**src/rtl/irqs_pkg.sv**
```systemverilog
package irqs_pkg;

  typedef enum logic [1:0] {
    IRQM_0 = 2'd0,
    IRQM_1 = 2'd1,
    IRQM_2 = 2'd2,
    IRQM_3 = 2'd3
  } irq_mode_e;

  // Refresh advance: low seven bits wrap, top bit is held.
  function automatic logic [7:0] ref_advance(input logic [7:0] cur);
    logic [6:0] low;
    low = cur[6:0] + 7'd1;
    return {cur[7], low};
  endfunction

  // Parity flag for an I/R read.
  function automatic logic read_flag(input logic quirk, input logic saved,
                                     input logic taken);
    return quirk ? (saved & ~taken) : saved;
  endfunction

endpackage

```
**src/rtl/irqs_enable_ff.sv**
```systemverilog
module irqs_enable_ff
  import irqs_pkg::*;
(
  input  logic       clk,
  input  logic       ev_full,
  input  logic       ev_lite,
  input  logic       en_cmd,
  input  logic       dis_cmd,
  input  logic       irq_taken,
  input  logic       mode_wr,
  input  logic [1:0] mode_val,
  output logic       en_live,
  output logic       en_saved,
  output logic [1:0] irq_mode
);

  logic      live_q, saved_q;
  irq_mode_e mode_q;
  logic      ev_take, ev_dis, ev_en, armed_q;

  assign ev_take = irq_taken;
  assign ev_dis  = dis_cmd & ~irq_taken;
  assign ev_en   = en_cmd & ~dis_cmd & ~irq_taken;

  always_ff @(posedge clk) begin
    if (ev_full) begin
      live_q  <= 1'b0;
      saved_q <= 1'b0;
      mode_q  <= IRQM_0;
    end else if (!ev_lite) begin
      if (ev_take || ev_dis) begin
        live_q  <= 1'b0;
        saved_q <= 1'b0;
      end else if (ev_en) begin
        live_q  <= 1'b1;
        saved_q <= 1'b1;
      end
      if (mode_wr) mode_q <= irq_mode_e'(mode_val);
    end
  end

  always_ff @(posedge clk) begin
    if (ev_full) armed_q <= 1'b1;
    else if (armed_q !== 1'b1) armed_q <= 1'b0;
  end

  assign en_live  = live_q;
  assign en_saved = saved_q;
  assign irq_mode = mode_q;

  assert_full_clears_R1: assert property (@(posedge clk) disable iff (armed_q !== 1'b1)
    ev_full |=> (!en_live && !en_saved && irq_mode == 2'd0));
  assert_lite_holds_R2: assert property (@(posedge clk) disable iff (armed_q !== 1'b1)
    (ev_lite && !ev_full) |=> ($stable(en_live) && $stable(en_saved) && $stable(irq_mode)));
  assert_enable_sets_R3: assert property (@(posedge clk) disable iff (armed_q !== 1'b1)
    (en_cmd && !dis_cmd && !irq_taken && !ev_full && !ev_lite) |=> (en_live && en_saved));
  assert_take_clears_R4: assert property (@(posedge clk) disable iff (armed_q !== 1'b1)
    (irq_taken && !ev_full && !ev_lite) |=> (!en_live && !en_saved));
  assert_mode_store_R5: assert property (@(posedge clk) disable iff (armed_q !== 1'b1)
    (mode_wr && !ev_full && !ev_lite) |=> (irq_mode == $past(mode_val)));

endmodule

```
**src/rtl/irqs_vec_regs.sv**
```systemverilog
module irqs_vec_regs
  import irqs_pkg::*;
#(
  parameter int DATA_W = 8,
  parameter int PC_W   = 16
) (
  input  logic              clk,
  input  logic              ev_full,
  input  logic              ev_lite,
  input  logic              vec_load,
  input  logic [DATA_W-1:0] vec_data,
  input  logic              ref_load,
  input  logic [DATA_W-1:0] ref_data,
  input  logic              ref_tick,
  input  logic              pc_load,
  input  logic [PC_W-1:0]   pc_data,
  input  logic              pc_step,
  output logic [DATA_W-1:0] vec_base,
  output logic [DATA_W-1:0] ref_cnt,
  output logic [PC_W-1:0]   pc
);

  localparam logic [PC_W-1:0] PC_ONE = PC_W'(1);

  logic [DATA_W-1:0] vec_q, ref_q, ref_adv;
  logic [PC_W-1:0]   pc_q;
  logic              armed_q;

  generate
    if (DATA_W == 8) begin : g_ref8
      assign ref_adv = ref_advance(ref_q);
    end else begin : g_refn
      assign ref_adv = {ref_q[DATA_W-1], ref_q[DATA_W-2:0] + {{(DATA_W-2){1'b0}}, 1'b1}};
    end
  endgenerate

  always_ff @(posedge clk) begin
    if (ev_full) begin
      vec_q <= '0;
      ref_q <= '0;
      pc_q  <= '0;
    end else if (ev_lite) begin
      pc_q  <= '0;
    end else begin
      if (vec_load) vec_q <= vec_data;
      if (ref_load)      ref_q <= ref_data;
      else if (ref_tick) ref_q <= ref_adv;
      if (pc_load)      pc_q <= pc_data;
      else if (pc_step) pc_q <= pc_q + PC_ONE;
    end
  end

  always_ff @(posedge clk) begin
    if (ev_full) armed_q <= 1'b1;
    else if (armed_q !== 1'b1) armed_q <= 1'b0;
  end

  assign vec_base = vec_q;
  assign ref_cnt  = ref_q;
  assign pc       = pc_q;

  assert_full_zeroes_R1: assert property (@(posedge clk) disable iff (armed_q !== 1'b1)
    ev_full |=> (vec_base == '0 && ref_cnt == '0 && pc == '0));
  assert_lite_pc_only_R2: assert property (@(posedge clk) disable iff (armed_q !== 1'b1)
    (ev_lite && !ev_full) |=> (pc == '0 && $stable(vec_base) && $stable(ref_cnt)));
  assert_vec_load_R9: assert property (@(posedge clk) disable iff (armed_q !== 1'b1)
    (vec_load && !ev_full && !ev_lite) |=> (vec_base == $past(vec_data)));
  assert_ref_msb_R10: assert property (@(posedge clk) disable iff (armed_q !== 1'b1)
    (ref_tick && !ref_load && !ev_full && !ev_lite) |=> (ref_cnt[DATA_W-1] == $past(ref_cnt[DATA_W-1])));
  assert_pc_load_R11: assert property (@(posedge clk) disable iff (armed_q !== 1'b1)
    (pc_load && !ev_full && !ev_lite) |=> (pc == $past(pc_data)));

endmodule

```
**src/rtl/irqs_read_path.sv**
```systemverilog
module irqs_read_path
  import irqs_pkg::*;
#(
  parameter int DATA_W     = 8,
  parameter bit NMOS_QUIRK = 1'b1
) (
  input  logic              rd_req,
  input  logic              rd_sel,
  input  logic [DATA_W-1:0] vec_base,
  input  logic [DATA_W-1:0] ref_cnt,
  input  logic              en_saved,
  input  logic              irq_taken,
  output logic [DATA_W-1:0] rd_data,
  output logic              rd_parity
);

  logic flag_raw;

  generate
    if (NMOS_QUIRK) begin : g_nmos
      assign flag_raw = read_flag(1'b1, en_saved, irq_taken);
    end else begin : g_clean
      assign flag_raw = read_flag(1'b0, en_saved, irq_taken);
    end
  endgenerate

  assign rd_data   = rd_sel ? ref_cnt : vec_base;
  assign rd_parity = rd_req & flag_raw;

  always_comb begin
    if (NMOS_QUIRK && rd_req && irq_taken)
      assert_nmos_zero_R8: assert (rd_parity == 1'b0);
    if (!rd_req)
      assert_idle_zero_R7: assert (rd_parity == 1'b0);
  end

endmodule

```
**src/rtl/irq_state_unit.sv**
```systemverilog
module irq_state_unit
  import irqs_pkg::*;
#(
  parameter int DATA_W     = 8,
  parameter int PC_W       = 16,
  parameter bit NMOS_QUIRK = 1'b1
) (
  input  logic              clk,
  input  logic              full_rst,
  input  logic              lite_rst,
  input  logic              en_cmd,
  input  logic              dis_cmd,
  input  logic              irq_taken,
  input  logic              mode_wr,
  input  logic [1:0]        mode_val,
  input  logic              vec_load,
  input  logic [DATA_W-1:0] vec_data,
  input  logic              ref_load,
  input  logic [DATA_W-1:0] ref_data,
  input  logic              ref_tick,
  input  logic              pc_load,
  input  logic [PC_W-1:0]   pc_data,
  input  logic              pc_step,
  input  logic              rd_req,
  input  logic              rd_sel,
  output logic [DATA_W-1:0] rd_data,
  output logic              rd_parity,
  output logic              en_live,
  output logic              en_saved,
  output logic [1:0]        irq_mode,
  output logic [DATA_W-1:0] vec_base,
  output logic [DATA_W-1:0] ref_cnt,
  output logic [PC_W-1:0]   pc
);

  // Named reset events: the full reset outranks the light one.
  logic ev_full, ev_lite;
  assign ev_full = full_rst;
  assign ev_lite = lite_rst & ~full_rst;

  irqs_enable_ff u_en (
    .clk(clk), .ev_full(ev_full), .ev_lite(ev_lite),
    .en_cmd(en_cmd), .dis_cmd(dis_cmd), .irq_taken(irq_taken),
    .mode_wr(mode_wr), .mode_val(mode_val),
    .en_live(en_live), .en_saved(en_saved), .irq_mode(irq_mode)
  );

  irqs_vec_regs #(.DATA_W(DATA_W), .PC_W(PC_W)) u_regs (
    .clk(clk), .ev_full(ev_full), .ev_lite(ev_lite),
    .vec_load(vec_load), .vec_data(vec_data),
    .ref_load(ref_load), .ref_data(ref_data), .ref_tick(ref_tick),
    .pc_load(pc_load), .pc_data(pc_data), .pc_step(pc_step),
    .vec_base(vec_base), .ref_cnt(ref_cnt), .pc(pc)
  );

  irqs_read_path #(.DATA_W(DATA_W), .NMOS_QUIRK(NMOS_QUIRK)) u_rd (
    .rd_req(rd_req), .rd_sel(rd_sel), .vec_base(vec_base), .ref_cnt(ref_cnt),
    .en_saved(en_saved), .irq_taken(irq_taken),
    .rd_data(rd_data), .rd_parity(rd_parity)
  );

  logic armed_q;
  always_ff @(posedge clk) begin
    if (ev_full) armed_q <= 1'b1;
    else if (armed_q !== 1'b1) armed_q <= 1'b0;
  end

  assert_enables_track_R3: assert property (@(posedge clk) disable iff (armed_q !== 1'b1)
    en_live == en_saved);
  assert_read_select_R6: assert property (@(posedge clk) disable iff (armed_q !== 1'b1)
    (rd_req && rd_sel) |-> (rd_data == ref_cnt));

endmodule

```
**config.mk**
```make
export PLATFORM = sky130hd
export DESIGN_NAME = irq_state_unit
export DESIGN_NICKNAME = d
export VERILOG_FILES = /design/src/rtl/irqs_pkg.sv /design/src/rtl/irqs_enable_ff.sv /design/src/rtl/irqs_vec_regs.sv /design/src/rtl/irqs_read_path.sv /design/src/rtl/irq_state_unit.sv
export SDC_FILE = /design/constraint.sdc
export NUM_CORES = 1
export LEC_CHECK = 0
export CAP_MARGIN = 20
export CORE_MARGIN = 2
export CORE_UTILIZATION = 36
export CTS_CLUSTER_SIZE = 14
export DETAILED_ROUTE_END_ITERATION = 16
export GPL_ROUTABILITY_DRIVEN = 0
export HOLD_SLACK_MARGIN = 0.15
export PLACE_DENSITY_LB_ADDON = 0.25
export SLEW_MARGIN = 15
export SYNTH_ARGS = -nofsm -noshare
export SYNTH_HDL_FRONTEND = slang
export SYNTH_SLANG_ARGS = --single-unit
```
**constraint.sdc**
```tcl
create_clock -name clk -period 1.3 [get_ports clk]
set_input_delay 0.325 -clock clk [delete_from_list [all_inputs] [get_ports clk]]
set_output_delay 0.325 -clock clk [all_outputs]
set_load 0.02 [all_outputs]
```
==> impl_metrics.csv, run 1 <==
group,metric,value,unit
setup_path,reg2reg_to,"u_regs.pc[15]$_SDFFE_PP0P_",
pwr,seq_power_share,39.5,%
sta,finalCriticalPeriod,1.36,ns
sta,fin_tns_setup,-0.524,ns
finish,final_core_util,72.7,%
detailed_routing,wl,6120,um
logic_synthesis,synthTopCellsByCount,"35 x dfxtp_1, 29 x nor2_1, 19 x a21oi_1",
hold_path,whs_path_depth,4,
setup_path,startpoint_type,"flop",
placed_design,io_buffers,92,
placed_design,placed_area,3210,um2
finish,final_nets,407,
logic_synthesis,synth.avg_cell_area,8.63,um2
cts,numClockSinks,35,
sta,slew_viol_final,0,
detailed_routing,detailedRoute.firstIterationViolations,50,
setup_path,cpPeakStageDelay,0.36,ns
die,die_h,74.8,um
die,core,4790,um2
logic_synthesis,synthFlopType,"dfxtp_1",
placed_design,placedCellCount,409,
setup_path,arrival,1.04,ns
flow_run,maxCapViolCount,0,
die,ios,93,
cts,cts_tree,"yes",
die,fp.dieW,74.8,um
sta,setup_viol,14,
setup_path,criticalPathCategory,"flop to output port",
logic_synthesis,synthCells,209,
logic_synthesis,synth_top_cell_by_area,"dfxtp_1",
cts,root_buffer,"clkbuf_8",
logic_synthesis,synth_seq_cells,35,
finish,area_delta_synth_final,92.8,%
detailed_routing,drt_pass1_iterations,4,
global_route,grt_pass1_wl,9270,um
logic_synthesis,synth_nets,259,
pwr,power.density,856,nW/um2
global_route,grt_pass1_vias,2039,
die,dieArea,5590,um2
pwr,intPower,2160,uW
sta,finClkSkew,0.00321,ns
pwr,swShare,27.6,%
setup_path,critPathMaxFanout,3,
outcome,status,"complete, but fails checks",
die,rows,25,
pwr,p_leak,0.00155,uW
hold_path,hold_path_class,"input pin to flop",
logic_synthesis,yosysSeqAreaShare,38.8,%
global_route,grt_max_degree,24,
setup_path,reg2reg_slack,-0.04,ns
sta,worstMarginPinSlew,0.377,ns
setup_path,r2r_cells,4,
logic_synthesis,synth_area_leaders,"dfxtp_1 39%, mux2i_1 9.4%, nor2_1 6.0%",
logic_synthesis,synth_edf_count,0,
logic_synthesis,ys_types,38,
cts,htreeDepth,2,
cts,cts.path.max_buffers,2,
finish,fin_area,3480,um2
pwr,clkPwrFrac,34.7,%
detailed_routing,drc,0,
placed_design,post-dp-hpwl,4270,um
logic_synthesis,yosysMostFrequentCell,"dfxtp_1",
hold_path,min_from,"irq_taken",
detailed_routing,vias,2146,
pwr,ir_drop,0.000469,V
global_route,grt-ovfl-total,0,
finish,layout.cells.non_filler,425,
sta,rsz0062_at_grt,"true",
global_route,grt_usage,21.6,%
logic_synthesis,async_flop_share,0,%
logic_synthesis,synth_area,1800,um2
outcome,violations,"setup timing",
setup_path,required,0.98,ns
pwr,netSwitchingPower,822,uW
setup_path,r2r-start,"u_regs.pc[4]$_SDFFE_PP0P_",
sta,layout_setup_ws,-0.0638,ns
setup_path,crit_chain,"mux2_4 -> buf_6",
cts,clk_pin_slew,0.07,ns
hold_path,hold_end,"u_en.en_live$_SDFFE_PP0P_",
logic_synthesis,ys_warn_count,0,
sta,period_share,105,%
setup_path,worstSetupEndpointType,"output port",
detailed_routing,ant_nets,0,
detailed_routing,wire_per_inst,14.4,um
cts,clk_latency,0.29,ns
die,start_util,37.7,%
logic_synthesis,yosysTopAreaCellShare,38.8,%
finish,drive_gt1_share,45.3,%
detailed_routing,via_per_inst,5.05,
cts,cts-buffers-inserted,5,
sta,fmax,733,MHz
pwr,p_comb_share,25.8,%
setup_path,cp_slowest_cell,"dfxtp_4",
sta,holdWs,0.442,ns
sta,hold_viol_final,0,
global_route,antenna_found_initial,0,
finish,diodes,0,
sta,max_slew_margin,74.8,%
## cells in the final DEF (no fill, tap or decap), types with 2 or more instances in the layout
master and count:
clkbuf_2 7, mux2_4 6, inv_2 2, dfxtp_1 10, xnor2_1 9, dlygate4sd2_1 6
buf_4 50, clkdlybuf4s50_1 39, dfxtp_4 8, nor2b_1 3, xor2_1 4, clkdlybuf4s15_2 4
clkbuf_16 2, nand4_4 2, inv_1 3, o21ai_0 9, ha_4 2, nand2_1 11
a211oi_2 2, mux2i_1 16, buf_6 19, nand4_1 7, clkdlybuf4s15_1 8, nor2_1 27
a21oi_1 18, mux2_2 2, a31oi_1 2, and3_1 2, nand3_1 5, buf_2 16
o21ai_1 5, dfxtp_2 17, and4_4 2, clkbuf_8 5
## critical path, delay by kind of cell (launching register included)
kind,cells,cell delay (ns)
DFF,1,0.36
muxes,1,0.26
buffers and inverters,1,0.13
## flip-flops by register name (all words and copies together) (netlist names)
register / count
u_en.en_live: 1
u_regs.ref_cnt: 8
u_en.irq_mode: 2
u_regs.pc: 16
u_regs.vec_base: 8
## per-layer routing
metal | global-route usage [%] | share of wire, %
met2 | 41.0 | 52
met1 | 23.3 | 40
met5 | 0 | 0
met4 | 7.14 | 1.9
met3 | 5.35 | 6.0
## power groups by stage
stage / Combinational (uW) / Clock (uW) / Sequential, uW
2_1_floorplan: 223 / 0 / 1270
5_1_grt: 821 / 1110 / 1180
6_report: 770 / 1030 / 1180
3_3_place_gp: 730 / 0 / 1190
4_1_cts: 728 / 1060 / 1170
3_5_place_dp: 742 / 0 / 1190
## kinds of logic after synthesis
group	count (synthesis)	synth area share [%]
simple gates	71	19.9
compound gates	47	15.4
flops	35	38.8
mux	25	14.4
buf+inv	16	3.74
xor+xnor	13	6.31
fa+ha+maj	2	1.39
## final cells by class
type | count | area [um2]
Multi-Input combinational cell | 158 | 1190
Inverter | 5 | 18.8
Sequential cell | 35 | 752
Timing Repair Buffer | 152 | 1310
Fill cell | 361 | 1310
Clock inverter | 1 | 7.51
Tap cell | 67 | 83.8
Clock buffer | 7 | 119
## worst max-delay path by stage
stage	startpoint	to	slack [ns]	cells past startpoint
after floorplan	u_regs.pc[2]$_SDFFE_PP0P_	u_regs.pc[15]$_SDFFE_PP0P_	-0.05	4
after global placement	rd_sel	rd_data[3]	-0.83	4
after detailed placement	rd_sel	rd_data[3]	-0.83	4
after CTS	u_regs.vec_base[5]$_SDFFE_PP0P_	rd_data[5]	-0.07	2
after global routing	u_regs.pc[6]$_SDFFE_PP0P_	u_regs.pc[15]$_SDFFE_PP0P_	-0.12	4
final	u_regs.ref_cnt[0]$_SDFFE_PP0P_	rd_data[0]	-0.06	2
## stage by stage
step	power, uW	setup WS, ns
global route	3120	-0.117
finish	2980	-0.0638
detailed placement	1930	-0.833
floorplan	1490	-0.0500
global placement	1920	-0.834
CTS	2960	-0.0674
## repair_timing
action	4_1_cts	5_1_grt
cloned	0	1
resized for setup	191	50
buffers inserted	3	4
hold buffers	0	0
endpoints found under the setup margin	63	42
pin swaps	9	16
(Power assumes the default switching activity.)
==> run 2, diff against run 1 <==
--- a/config.mk
+++ b/config.mk
@@ -5,11 +5,12 @@
 export SDC_FILE = /design/constraint.sdc
 export NUM_CORES = 1
 export LEC_CHECK = 0
-export CAP_MARGIN = 20
+export CAP_MARGIN = 25
 export CORE_MARGIN = 2
-export CORE_UTILIZATION = 36
+export CORE_UTILIZATION = 45
 export CTS_CLUSTER_SIZE = 14
 export DETAILED_ROUTE_END_ITERATION = 16
+export DONT_BUFFER_PORTS = 1
 export GPL_ROUTABILITY_DRIVEN = 0
 export HOLD_SLACK_MARGIN = 0.15
 export PLACE_DENSITY_LB_ADDON = 0.25
==> run 2 against run 1 <==
- the flow still finishes with violations (setup timing)
- clock skew is 0.0057 ns higher
- highest routed layer unchanged
- hold slack worse by 0.26 ns
- critical path depth is 2 higher
- via count is 18% lower
- sequential share of layout area is 8.8 points higher
- final cell count is 28% lower
==> impl_metrics.csv, run 2 (same netlist as run 1, synthesis figures left out) <==
group,metric,value,unit
finish,diodes,0,
setup_path,reg2reg_to,"u_regs.pc[15]$_SDFFE_PP0P_",
sta,fin_tns_setup,-0.146,ns
finish,fillers,315,
setup_path,criticalPathCategory,"flop to flop",
cts,htreeDepth,2,
global_route,grt_max_degree,25,
finish,largest_reg_flops,16,
sta,worstMarginPinSlew,0.660,ns
global_route,grt_pass1_wl,7640,um
detailed_routing,drc,0,
finish,final_core_util,61.7,%
global_route,antenna_found_initial,0,
sta,layout_setup_ws,-0.0880,ns
outcome,violations,"setup timing",
finish,final_cell_mix,"50 x buf_4, 28 x nor2_1, 17 x a21oi_1, 17 x mux2i_1, 17 x dfxtp_1",
setup_path,worstSetupEndpointType,"flop",
pwr,fin_total_pwr,2400,uW
die,dieArea,4530,um2
sta,period_share,107,%
outcome,status,"complete, but fails checks",
cts,numClockSinks,35,
die,fp.dieW,67.3,um
pwr,p_leak,0.00105,uW
sta,max_slew_margin,56.0,%
finish,final_nets,306,
detailed_routing,wire_per_inst,16.6,um
detailed_routing,drt_pass1_iterations,4,
finish,drive_gt1_share,38.5,%
hold_path,min_from,"pc_data[13]",
pwr,power.density,989,nW/um2
setup_path,arrival,1.61,ns
sta,hold_viol_final,0,
global_route,grt_usage,22.6,%
cts,root_buffer,"clkbuf_8",
detailed_routing,via_per_inst,5.75,
cts,clk_pin_slew,0.08,ns
die,ios,93,
die,start_util,45.8,%
setup_path,critPathMaxFanout,4,
global_route,grt-ovfl-total,0,
sta,slew_viol_final,0,
cts,cts-buffers-inserted,5,
setup_path,r2r_cells,4,
detailed_routing,ant_nets,0,
hold_path,hold_end,"u_regs.pc[13]$_SDFFE_PP0P_",
sta,finalCriticalPeriod,1.39,ns
placed_design,io_buffers,0,
cts,cts_tree,"yes",
detailed_routing,wl,5110,um
die,rows,23,
sta,finClkSkew,0.00890,ns
sta,fmax,720,MHz
hold_path,hold_path_class,"input pin to flop",
flow_run,maxCapViolCount,0,
cts,clk_latency,0.29,ns
global_route,grt_pass1_vias,1677,
finish,layout.cells.non_filler,307,
hold_path,whs_path_depth,1,
placed_design,placedCellCount,290,
detailed_routing,detailedRoute.firstIterationViolations,94,
cts,cts.path.max_buffers,2,
detailed_routing,vias,1766,
setup_path,reg2reg_slack,-0.09,ns
die,die_h,67.3,um
placed_design,post-dp-hpwl,3700,um
setup_path,startpoint_type,"flop",
setup_path,required,1.52,ns
pwr,ir_drop,0.000575,V
finish,area_delta_synth_final,34.8,%
sta,setup_viol,5,
setup_path,r2r-start,"u_regs.pc[2]$_SDFFE_PP0P_",
finish,layout_commonest_cell,"buf_4",
sta,rsz0062_at_grt,"true",
die,core,3940,um2
[run 2: cell count changes in the layout (fill, tap and decap cells not counted), sizes merged]
cell,delta
inv,+1
clkdlybuf4s50,-39
dlygate4sd2,-6
dlymetal6s4s,+1
dlymetal6s2s,-1
clkbuf,-10
clkinv,+1
buf,-36
clkdlybuf4s15,-12
[run 2: report_power, final]
group | total (uW) | leakage, uW | internal (uW) | switching, uW
combinational | 430 | 0.000709 | 189 | 240
clock | 791 | 0.0000445 | 374 | 416
sequential | 1180 | 0.000296 | 1120 | 60.0
total | 2400 | 0.00105 | 1690 | 717
[run 2: layout make-up]
cell class              instances  area (um2)  area share [%]
repair buffers                 51         388            15.9
well taps                      50        62.6            2.57
flip-flops and latches         35         741            30.5
multi-input cells             158        1130            46.7
inverters                       5        18.8           0.772
clock inverters                 3        18.8           0.772
clock buffers                   5        68.8            2.83
[run 2: worst max-delay path, cell delays in order (launching register included)]
cell,delay [ns]
dfxtp_4,0.36
and4_4,0.23
nand4_1,0.12
or4_1,0.43
a31oi_1,0.18
[run 2: worst max-delay path by stage]
stage / startpoint / slack [ns] / to
floorplan: u_regs.pc[2]$_SDFFE_PP0P_ / -0.05 / u_regs.pc[15]$_SDFFE_PP0P_
global placement: u_regs.pc[0]$_SDFFE_PP0P_ / -0.03 / u_regs.pc[10]$_SDFFE_PP0P_
detailed placement: u_regs.pc[0]$_SDFFE_PP0P_ / -0.08 / u_regs.pc[12]$_SDFFE_PP0P_
CTS: u_regs.pc[4]$_SDFFE_PP0P_ / -0.07 / u_regs.pc[15]$_SDFFE_PP0P_
global route: u_regs.pc[2]$_SDFFE_PP0P_ / -0.13 / u_regs.pc[15]$_SDFFE_PP0P_
finish: u_regs.pc[2]$_SDFFE_PP0P_ / -0.09 / u_regs.pc[15]$_SDFFE_PP0P_
[run 2: stage by stage]
| step | instance area, um2 | hold WS (ns) | worst slack, ns |
|---|---|---|---|
| 3_5_place_dp | 2190 | 0.395 | -0.0842 |
| 6_report | 2430 | 0.180 | -0.0880 |
| 3_3_place_gp | 2190 | 0.394 | -0.0335 |
| 5_1_grt | 2430 | 0.161 | -0.133 |
| 2_1_floorplan | 1860 | 0.462 | -0.0500 |
| 4_1_cts | 2350 | 0.172 | -0.0723 |
[run 2: metal layers]
layer  global-route usage, %  vias to the layer above  part of all wire [%]
li1                        -                      849                     -
met1                    23.6                      820                    38
met2                    41.2                       91                    51
met3                    8.67                        6                   9.5
met4                    7.40                        0                   1.2
met5                       0                        -                     0
[run 2: what timing repair did]
action                                  4_1_cts  5_1_grt
hold buffers                                  1        0
setup buffers                                 3        5
hold endpoints to repair                     18        0
endpoints found under the setup margin       13       33
pin swaps                                     5       12
gates resized for setup                      11       12
==> run 3, diff against run 2 <==
--- a/config.mk
+++ b/config.mk
@@ -5,12 +5,10 @@
 export SDC_FILE = /design/constraint.sdc
 export NUM_CORES = 1
 export LEC_CHECK = 0
-export CAP_MARGIN = 25
 export CORE_MARGIN = 2
-export CORE_UTILIZATION = 45
+export CORE_UTILIZATION = 36
 export CTS_CLUSTER_SIZE = 14
 export DETAILED_ROUTE_END_ITERATION = 16
-export DONT_BUFFER_PORTS = 1
 export GPL_ROUTABILITY_DRIVEN = 0
 export HOLD_SLACK_MARGIN = 0.15
 export PLACE_DENSITY_LB_ADDON = 0.25
==> results of run 3 <==
Final layout, timing and power as in run 1 (identical DEF).
